<file path="src/rtl/tss_pkg.sv">
package tss_pkg;

    typedef enum logic [2:0] {
        ST_IDLE,
        ST_SEND_Y,
        ST_WAIT_Y,
        ST_SEND_X,
        ST_WAIT_X,
        ST_REPORT
    } scan_state_e;

    typedef struct packed {
        logic low_res;
        logic ratiometric;
    } scan_cfg_t;

    localparam logic       CMD_START   = 1'b1;
    localparam logic [2:0] CH_MEAS_Y   = 3'b001;
    localparam logic [2:0] CH_MEAS_X   = 3'b101;
    localparam logic [1:0] PWR_AUTO_DN = 2'b00;

    function automatic logic [7:0] make_cmd(input logic [2:0] chan, input scan_cfg_t cfg);
        return {CMD_START, chan, cfg.low_res, ~cfg.ratiometric, PWR_AUTO_DN};
    endfunction

endpackage

</file>
<file path="src/rtl/tss_pen_sync.sv">
module tss_pen_sync #(
    parameter int STAGES = 2
) (
    input  logic clk,
    input  logic rst,
    input  logic pen_n,
    output logic pen_active
);
    logic [STAGES-1:0] chain;

    generate
        for (genvar i = 0; i < STAGES; i++) begin : g_stage
            if (i == 0) begin : g_first
                always_ff @(posedge clk) begin
                    if (rst) chain[0] <= 1'b1;
                    else     chain[0] <= pen_n;
                end
            end else begin : g_next
                always_ff @(posedge clk) begin
                    if (rst) chain[i] <= 1'b1;
                    else     chain[i] <= chain[i-1];
                end
            end
        end
    endgenerate

    assign pen_active = ~chain[STAGES-1];
endmodule

</file>
<file path="src/rtl/tss_cmd_build.sv">
module tss_cmd_build
    import tss_pkg::*;
(
    input  logic      second_leg,
    input  scan_cfg_t cfg,
    output logic [7:0] cmd
);
    logic [2:0] chan;

    always_comb begin
        chan = second_leg ? CH_MEAS_X : CH_MEAS_Y;
        cmd  = make_cmd(chan, cfg);
    end
endmodule

</file>
<file path="src/rtl/tss_coord_store.sv">
module tss_coord_store #(
    parameter int RES_W = 12,
    parameter int LOW_W = 8
) (
    input  logic             clk,
    input  logic             rst,
    input  logic             low_res,
    input  logic             cap_y,
    input  logic             cap_x,
    input  logic [RES_W-1:0] rsp_data,
    output logic [RES_W-1:0] coord_x,
    output logic [RES_W-1:0] coord_y
);
    localparam int PAD_W = RES_W - LOW_W;

    logic [RES_W-1:0] widened;
    logic [RES_W-1:0] y_pend;

    always_comb begin
        if (low_res) widened = {rsp_data[LOW_W-1:0], {PAD_W{1'b0}}};
        else         widened = rsp_data;
    end

    always_ff @(posedge clk) begin
        if (rst) begin
            y_pend  <= '0;
            coord_x <= '0;
            coord_y <= '0;
        end else begin
            if (cap_y) y_pend <= widened;
            if (cap_x) begin
                coord_x <= widened;
                coord_y <= y_pend;
            end
        end
    end
endmodule

</file>
<file path="src/rtl/tss_scan_seq.sv">
module tss_scan_seq
    import tss_pkg::*;
#(
    parameter int RES_W       = 12,
    parameter int LOW_W       = 8,
    parameter int SYNC_STAGES = 2
) (
    input  logic             clk,
    input  logic             rst,
    input  logic             pen_n,
    input  logic             cfg_low_res,
    input  logic             cfg_ratiometric,
    output logic             req_valid,
    input  logic             req_ready,
    output logic [7:0]       req_byte,
    input  logic             rsp_valid,
    input  logic [RES_W-1:0] rsp_data,
    output logic             coord_valid,
    output logic [RES_W-1:0] coord_x,
    output logic [RES_W-1:0] coord_y
);
    scan_state_e state;
    scan_cfg_t   cfg_q;
    scan_cfg_t   cfg_in;
    logic        pen_active;
    logic        cap_y;
    logic        cap_x;
    logic        second_leg;

    assign cfg_in = '{low_res: cfg_low_res, ratiometric: cfg_ratiometric};

    tss_pen_sync #(.STAGES(SYNC_STAGES)) u_sync (
        .clk        (clk),
        .rst        (rst),
        .pen_n      (pen_n),
        .pen_active (pen_active)
    );

    always_ff @(posedge clk) begin
        if (rst) begin
            state <= ST_IDLE;
            cfg_q <= '0;
        end else begin
            case (state)
                ST_IDLE: if (pen_active) begin
                    cfg_q <= cfg_in;
                    state <= ST_SEND_Y;
                end
                ST_SEND_Y: if (req_ready) state <= ST_WAIT_Y;
                ST_WAIT_Y: if (rsp_valid) state <= ST_SEND_X;
                ST_SEND_X: if (req_ready) state <= ST_WAIT_X;
                ST_WAIT_X: if (rsp_valid) state <= ST_REPORT;
                ST_REPORT: state <= ST_IDLE;
                default:   state <= ST_IDLE;
            endcase
        end
    end

    assign req_valid   = (state == ST_SEND_Y) || (state == ST_SEND_X);
    assign second_leg  = (state == ST_SEND_X);
    assign coord_valid = (state == ST_REPORT);
    assign cap_y       = (state == ST_WAIT_Y) && rsp_valid;
    assign cap_x       = (state == ST_WAIT_X) && rsp_valid;

    tss_cmd_build u_cmd (
        .second_leg (second_leg),
        .cfg        (cfg_q),
        .cmd        (req_byte)
    );

    tss_coord_store #(.RES_W(RES_W), .LOW_W(LOW_W)) u_store (
        .clk      (clk),
        .rst      (rst),
        .low_res  (cfg_q.low_res),
        .cap_y    (cap_y),
        .cap_x    (cap_x),
        .rsp_data (rsp_data),
        .coord_x  (coord_x),
        .coord_y  (coord_y)
    );
endmodule

</file>
<file path="config.mk">
export PLATFORM = sky130hd
export DESIGN_NAME = tss_scan_seq
export DESIGN_NICKNAME = d
export VERILOG_FILES = /design/src/rtl/tss_pkg.sv /design/src/rtl/tss_pen_sync.sv /design/src/rtl/tss_cmd_build.sv /design/src/rtl/tss_coord_store.sv /design/src/rtl/tss_scan_seq.sv
export SDC_FILE = /design/constraint.sdc
export NUM_CORES = 1
export LEC_CHECK = 0
export BUFFER_PORTS_ARGS = -buffer_cell sky130_fd_sc_hd__clkbuf_2
export CAP_MARGIN = 20
export CORE_MARGIN = 2
export CORE_UTILIZATION = 54
export DETAILED_ROUTE_END_ITERATION = 8
export GPL_ROUTABILITY_DRIVEN = 1
export PLACE_DENSITY_LB_ADDON = 0.15
export SLEW_MARGIN = 20
export SYNTH_ARGS = -nofsm -noshare
export SYNTH_HDL_FRONTEND = slang
export SYNTH_HIERARCHICAL = 1
export SYNTH_SLANG_ARGS = --single-unit
export TNS_END_PERCENT = 20
</file>
<file path="constraint.sdc">
create_clock -name clk -period 2.7 [get_ports clk]
set_clock_uncertainty 0.2 [all_clocks]
set_input_delay 0.54 -clock clk [delete_from_list [all_inputs] [get_ports clk]]
set_output_delay 0.54 -clock clk [all_outputs]
set_load 0.02 [all_outputs]
</file>
==> results of run 1 <==
-- worst register-to-register path, stage by stage, from the launching register on --
cell                       delay, ns
sky130_fd_sc_hd__dfxtp_1        0.62
sky130_fd_sc_hd__nor4bb_4       0.27
sky130_fd_sc_hd__buf_4          0.41
sky130_fd_sc_hd__nor2_1         0.13
sky130_fd_sc_hd__a211oi_1       0.26
-- state kept, by name, indices dropped and copies added, names as in the netlist --
register         count
state                3
cfg_q                2
u_sync/chain         2
u_store/coord_y     12
u_store/coord_x     12
u_store/y_pend      12
-- area by class of cell --
cell class,count,area [µm²],share of cell area (%)
flip-flops and latches,43,861,42.6
multi-input cells,116,796,39.4
repair buffers,49,250,12.4
well taps,44,55.1,2.73
clock buffers,7,45.0,2.23
inverters,2,7.51,0.372
clock inverters,1,5.00,0.248
-- cells in the final DEF, fill, tap and decap left out, drive strengths merged, types with 5 or more instances in the layout --
cell type / n
a211oi: 16
mux2i: 22
dfxtp: 43
nand3b: 8
nor2: 32
clkbuf: 54
nand2b: 8
a21oi: 11
conb: 5
-- kinds of logic after synthesis --
kind of cell | count (synthesis) | synth area share, %
AND/OR/NAND/NOR | 60 | 19.1
flip-flops | 43 | 48.3
AO/OA/AOI/OAI | 28 | 10.3
buffers and inverters | 24 | 9.05
multiplexers | 22 | 12.4
other | 2 | 0.421
XOR/XNOR | 1 | 0.491
-- through the flow --
| step | cell area, µm² | hold slack (ns) |
|---|---|---|
| 3_5_place_dp | 1970 | 0.204 |
| 3_3_place_gp | 1970 | 0.192 |
| 2_1_floorplan | 1790 | 0.185 |
| 6_report | 2020 | 0.166 |
| 5_1_grt | 2020 | 0.160 |
| 4_1_cts | 2020 | 0.160 |
-- path summary, 6_finish.rpt --
| path | slack [ns] | end |
|---|---|---|
| worst min register to register | 0.22 | u_sync/chain[1] |
| worst max register to register | 0.73 | u_store/coord_x[11] |
| worst min-delay path | 0.17 | u_sync/chain[0] |
| worst max-delay path | 0.49 | req_byte[3] |
-- power groups by stage --
stage               combinational (W)  clock [W]  sequential, W
floorplan                   0.0000665          0       0.000662
global placement            0.0000738          0       0.000672
detailed placement          0.0000767          0       0.000673
CTS                         0.0000768   0.000302       0.000659
global route                0.0000843   0.000330       0.000661
finish                      0.0000766   0.000293       0.000659
-- routing by layer --
layer  share of wire [%]  vias to the layer above  GRT usage, %  wire [µm]
li1                    -                      676             -          -
met1                  46                      620          24.6       1600
met2                  47                       38          33.3       1660
met3                 5.1                        7          7.56        179
met4                 1.9                        0          8.81         66
met5                   0                        -             0          0
==> results.txt, run 1 <==
----------------------------------------------------
[Outcome]
  Result of the run ... complete, no violations

[Clock network]
  H-Tree Depth ... 2
  Setup fix buffers added after clock tree synthesis ... 0
  Clock transition time at the flip-flop clock pins of the worst setup and hold paths ... 0.10 ns
  Clk buf depth ... 2
  CTS sink cnt ... 43
  Clk Latency, worst-skew pair ... approximately 0.35 ns
  Number of resized instances in the post-cts repair step ... 0
  CTS tree ... done
  Total of hold buffers inserted after clock tree synthesis ... 0
  Clock Tree Root ... sky130_fd_sc_hd__clkbuf_4
  Total CTS buffers ... 5

[Setup path]
  Logic depth of the worst setup path including buffers ... 1
  Worst Path Arrival ... 1.47 ns
  Critical register-to-register path startpoint ... state[2]
  Element type at the critical path end ... primary output
  Number of cell instances on the worst register-to-register path ... 4
  Crit path launch type ... flip-flop
  Req. time, crit path ... 1.96 ns
  Worst path slowest cell ... sky130_fd_sc_hd__dfxtp_1
  Critical path, cell by cell ... clkbuf_2
  Worst-path maximum fanout ... 18
  Setup CP Type ... reg2out
  Critical Path Source ... cfg_q[1]
  Peak per-stage delay on the critical path ... about 0.83 ns
  Delay-heaviest family, CP ... flip-flops
  WP buf/inv ... 1

[Yosys]
  Total standard cell area after synthesis ... 1780 µm²
  Count of distinct cell types in the synthesized netlist ... 26
  Synth Register Bits ... 43
  Count leader, synth ... sky130_fd_sc_hd__dfxtp_1
  Mean instance size in the synthesized netlist ... 9.91 µm²
  Number of standard cells after synthesis ... 180
  Most frequent cells after synthesis ... sky130_fd_sc_hd__dfxtp_1, sky130_fd_sc_hd__nor2_1, sky130_fd_sc_hd__mux2i_1
  Post-synth top flop ... sky130_fd_sc_hd__dfxtp_1
  Cell type with the largest total area after synthesis ... sky130_fd_sc_hd__dfxtp_1
  Async set-reset flop share out of synthesis ... 0%
  Largest cells by area after synthesis ... sky130_fd_sc_hd__dfxtp_1, sky130_fd_sc_hd__mux2i_1, sky130_fd_sc_hd__a211oi_1
  Number of enable-type register cells in the synthesized netlist ... 0
  Post-synth top area share ... 48.3%
  Register area share after synthesis ... 48.3%
  Syn. warnings ... 6

[Floorplanning]
  X dimension of the die ... 61.5 µm
  Number of rows in the core area ... 20
  # IOs ... 53
  Core outline area ... 3100 µm²
  Die span in y ... 61.5 µm
  Overall die area ... 3780 µm²
  Initial Util ... 57.5%

[Placement]
  Worst slack, placed ... 0.666 ns
  Routability congestion estimate ... 0.738
  Cell Count Post-Placement ... 254
  Buffers on Ports ... 47
  HPWL after DPL ... 2450 µm

[Power]
  Clk pwr share ... 28.5%
  Sw frac ... 24.3%
  Max rail drop VDD ... 0.000401 V
  Leakage ... roughly 0.77 nW
  Post-route total power ... ~0.0010 W
  Cell internal power dissipation ... 0.000778 W
  Total net switching power ... approximately 0.00025 W
  Power density over the cells ... 509 nW/µm²
  Fraction of power consumed by combinational cells ... 7.4%
  Sequential share of power ... 64.1%

[Detailed routing]
  Vias per inst ... 5.12
  Initial detailed-routing violation count ... 65
  Vias ... 1,341
  Average wire per standard cell ... 13.4 µm
  Detailed Route WL ... 3510 µm
  DRC violation count after routing ... 0
  1st-pass router iterations ... 4
  Antenna Nets Post-Route ... 0

[Hold path]
  Worst hold path stage count ... 2
  Hold/Removal Path Class ... in2reg
  Startpoint of the tightest hold check path ... pen_n

[Global route]
  Vias in the first global route ... 1,240
  Initial antenna violation count ... 0
  First-pass GRT wire length ... 5550 µm
  GR Overflow Total ... 0
  Maximum number of pins on one net before global-route repair ... 44
  Overall track demand over capacity in global routing ... 20.6%

[Finish]
  Filler-free cell count of the finished design ... 262
  Antenna cell count ... 0
  Synth-to-Final Area Change ... 13.3%
  Filler Cell Count ... between 200 and 300
  Layout Nets ... between 200 and 250
  Share of cells above drive strength 1 ... a little over a quarter
  Final design utilization ... 65.1%

[Timing]
  Final setup violation count ... 0
  Post-layout worst setup margin ... 0.495 ns
  Slew at the pin with the worst max-slew slack ... between 0.8 and 0.9 ns
  Unrepaired setup endpoints after global routing ... false
  Setup tns final ... 0 ns
  Final hold violation count ... 0
  Period utilization ... between 80 and 90%
  Achievable Freq ... 453 MHz
  Final Critical Period ... approximately 2.2 ns
  Remaining max-slew budget at the tightest pin ... 46.3%
  Number of max-slew violations in the final report ... 0

[Run]
  Count of maximum capacitance violations ... 0

----------------------------------------------------
No activity file was read; power rests on OpenSTA's default activity.
==> run 2: changes to the inputs <==
--- a/config.mk
+++ b/config.mk
@@ -8,7 +8,7 @@
 export BUFFER_PORTS_ARGS = -buffer_cell sky130_fd_sc_hd__clkbuf_2
 export CAP_MARGIN = 20
 export CORE_MARGIN = 2
-export CORE_UTILIZATION = 54
+export CORE_UTILIZATION = 45
 export DETAILED_ROUTE_END_ITERATION = 8
 export GPL_ROUTABILITY_DRIVEN = 1
 export PLACE_DENSITY_LB_ADDON = 0.15
==> constraint.sdc (replaced) <==
create_clock -name clk -period 1.9 [get_ports clk]
set_clock_uncertainty 0.2 [all_clocks]
set_input_delay 0.38 -clock clk [delete_from_list [all_inputs] [get_ports clk]]
set_output_delay 0.38 -clock clk [all_outputs]
set_load 0.02 [all_outputs]
==> results.txt, run 2 (synthesis results as in run 1) <==
----------------------------------------------------
[Outcome]
  Result of the run ... complete, no violations

[Power]
  Cell internal power dissipation ... 0.00123 W (+58%)
  Sequential share of power ... 57.9% (-6.2 points)
  Max rail drop VDD ... 0.000533 V (+33%)
  Power density over the cells ... 756 nW/µm² (+49%)
  Clk pwr share ... 34.0% (+5.5 points)
  Fraction of power consumed by combinational cells ... 8.1% (+0.7 points)
  Leakage ... 0.815 nW (+5.4%)
  Sw frac ... 23.2% (-1.1 points)
  Total net switching power ... 0.000371 W (+48%)
  Post-route total power ... 0.00160 W (+55%)

[Placement]
  Routability congestion estimate ... 0.784 (+6.2%)
  HPWL after DPL ... 2460 µm (+0.50%)
  Buffers on Ports ... 47 (unchanged)
  Cell Count Post-Placement ... 262 (+3.1%)

[Timing]
  Final Critical Period ... 1.82 ns
  Unrepaired setup endpoints after global routing ... false
  Period utilization ... 96.0%
  Achievable Freq ... between 500 and 600 MHz
  Setup tns final ... 0 ns (unchanged)
  Number of max-slew violations in the final report ... 0 (unchanged)
  Final hold violation count ... 0 (unchanged)
  Final setup violation count ... 0 (unchanged)

[Detailed routing]
  Detailed Route WL ... 3620 µm (+3.2%)
  Vias ... 1,364 (+1.7%)
  Antenna Nets Post-Route ... 0 (unchanged)
  Initial detailed-routing violation count ... 72 (+11%)
  1st-pass router iterations ... 4 (unchanged)
  Average wire per standard cell ... 13.4 µm (+0.11%)
  DRC violation count after routing ... 0 (unchanged)
  Vias per inst ... 5.05 (-1.3%)

[Floorplanning]
  X dimension of the die ... 66.9 µm (+8.9%)
  Number of rows in the core area ... 22 (+10%)
  Initial Util ... 47.6% (-9.8 points)
  Core outline area ... 3740 µm² (+21%)
  # IOs ... 53 (unchanged)
  Die span in y ... 66.9 µm (+8.9%)
  Overall die area ... 4480 µm² (+19%)

[Hold path]
  Hold/Removal Path Class ... in2reg
  Startpoint of the tightest hold check path ... pen_n

[Run]
  Count of maximum capacitance violations ... 0 (unchanged)

[Clock network]
  Total of hold buffers inserted after clock tree synthesis ... 0 (unchanged)
  H-Tree Depth ... 2 (unchanged)
  Clk Latency, worst-skew pair ... 0.29 ns (-0.06 ns)
  Clock Tree Root ... sky130_fd_sc_hd__clkbuf_8
  CTS sink cnt ... 43 (unchanged)
  Total CTS buffers ... 5 (unchanged)
  Number of resized instances in the post-cts repair step ... 0 (unchanged)
  Clock transition time at the flip-flop clock pins of the worst setup and hold paths ... 0.07 ns (-0.03 ns)
  CTS tree ... done
  Setup fix buffers added after clock tree synthesis ... 0 (unchanged)
  Clk buf depth ... 2 (unchanged)

[Finish]
  Layout Nets ... 240 (+1.7%)
  Share of cells above drive strength 1 ... 28.8% (+2.2 points)
  Synth-to-Final Area Change ... 18.5%
  Commonest cells after routing, fill and taps aside ... sky130_fd_sc_hd__clkbuf_2, sky130_fd_sc_hd__dfxtp_1, sky130_fd_sc_hd__nor2_1
  Final design utilization ... 56.5% (-8.6 points)
  Leading cell type in the layout, fill and taps excluded ... sky130_fd_sc_hd__clkbuf_2
  Filler-free cell count of the finished design ... 270 (+3.1%)
  Antenna cell count ... 0 (unchanged)
  Top Registers ... u_store/coord_x (12), u_store/coord_y (12), u_store/y_pend (12)

[Global route]
  Overall track demand over capacity in global routing ... 17.8% (-2.7 points)
  Vias in the first global route ... 1,307 (+5.4%)
  Maximum number of pins on one net before global-route repair ... 44 (unchanged)
  First-pass GRT wire length ... 5910 µm (+6.5%)
  Initial antenna violation count ... 0 (unchanged)
  GR Overflow Total ... 0 (unchanged)

[Setup path]
  Crit path launch type ... flip-flop
  Critical Path Source ... state[1]
  Req. time, crit path ... 1.32 ns (-0.64 ns)
  Element type at the critical path end ... primary output
  Critical register-to-register path startpoint ... state[1]
  Worst-path maximum fanout ... 7 (-11)
  Worst Path Arrival ... 1.24 ns (-0.23 ns)
  Setup CP Type ... reg2out

----------------------------------------------------
==> run 2: cell count changes in the layout (fill, tap and decap cells not counted), sizes merged <==
| cell | before | now |
|---|---|---|
| buf | 2 | 6 |
==> run 2: cell type report <==
cell class	instances	area, µm²
clock buffers	7	76.3
inverters	2	7.51
flip-flops and latches	43	863
clock inverters	1	5.00
well taps	48	60.1
repair buffers	53	305
fillers	365	1630
multi-input cells	116	796
==> run 2: per-layer routing <==
metal / vias to the layer above / global-route usage [%] / share of wire [%]
met2: 41 / 28.2 / 47
met3: 8 / 4.56 / 6.3
met4: 0 / 8.42 / 1.9
li1: 684 / - / -
met5: - / 0 / 0
met1: 631 / 22.5 / 45
==> run 2: worst paths after layout <==
check        cells past startpoint                 to  slack [ns]
max                              3        req_byte[6]        0.08
min                              2    u_sync/chain[0]        0.06
max reg2reg                      4  u_store/y_pend[9]        0.25
min reg2reg                      1    u_sync/chain[1]        0.21
==> run 2: power groups by stage <==
stage               sequential [W]  clock, W  combinational, W
floorplan                 0.000941         0         0.0000945
global placement          0.000945         0          0.000126
detailed placement        0.000946         0          0.000129
CTS                       0.000925  0.000563          0.000130
global route              0.000927  0.000605          0.000142
finish                    0.000925  0.000544          0.000129
==> run 2: stage by stage <==
stage               area (µm²)  worst slack, ns  hold slack [ns]
finish                    2110           0.0751           0.0629
floorplan                 1790            0.187            0.185
global placement          2030            0.240            0.189
global route              2110           0.0128           0.0713
CTS                       2110          0.00930           0.0557
detailed placement        2030            0.154            0.201
==> run 2: worst max-delay path: stages, from the launching register on <==
cell,delay (ns)
sky130_fd_sc_hd__dfxtp_1,0.42
sky130_fd_sc_hd__buf_4,0.19
sky130_fd_sc_hd__and3b_1,0.18
sky130_fd_sc_hd__clkbuf_2,0.17
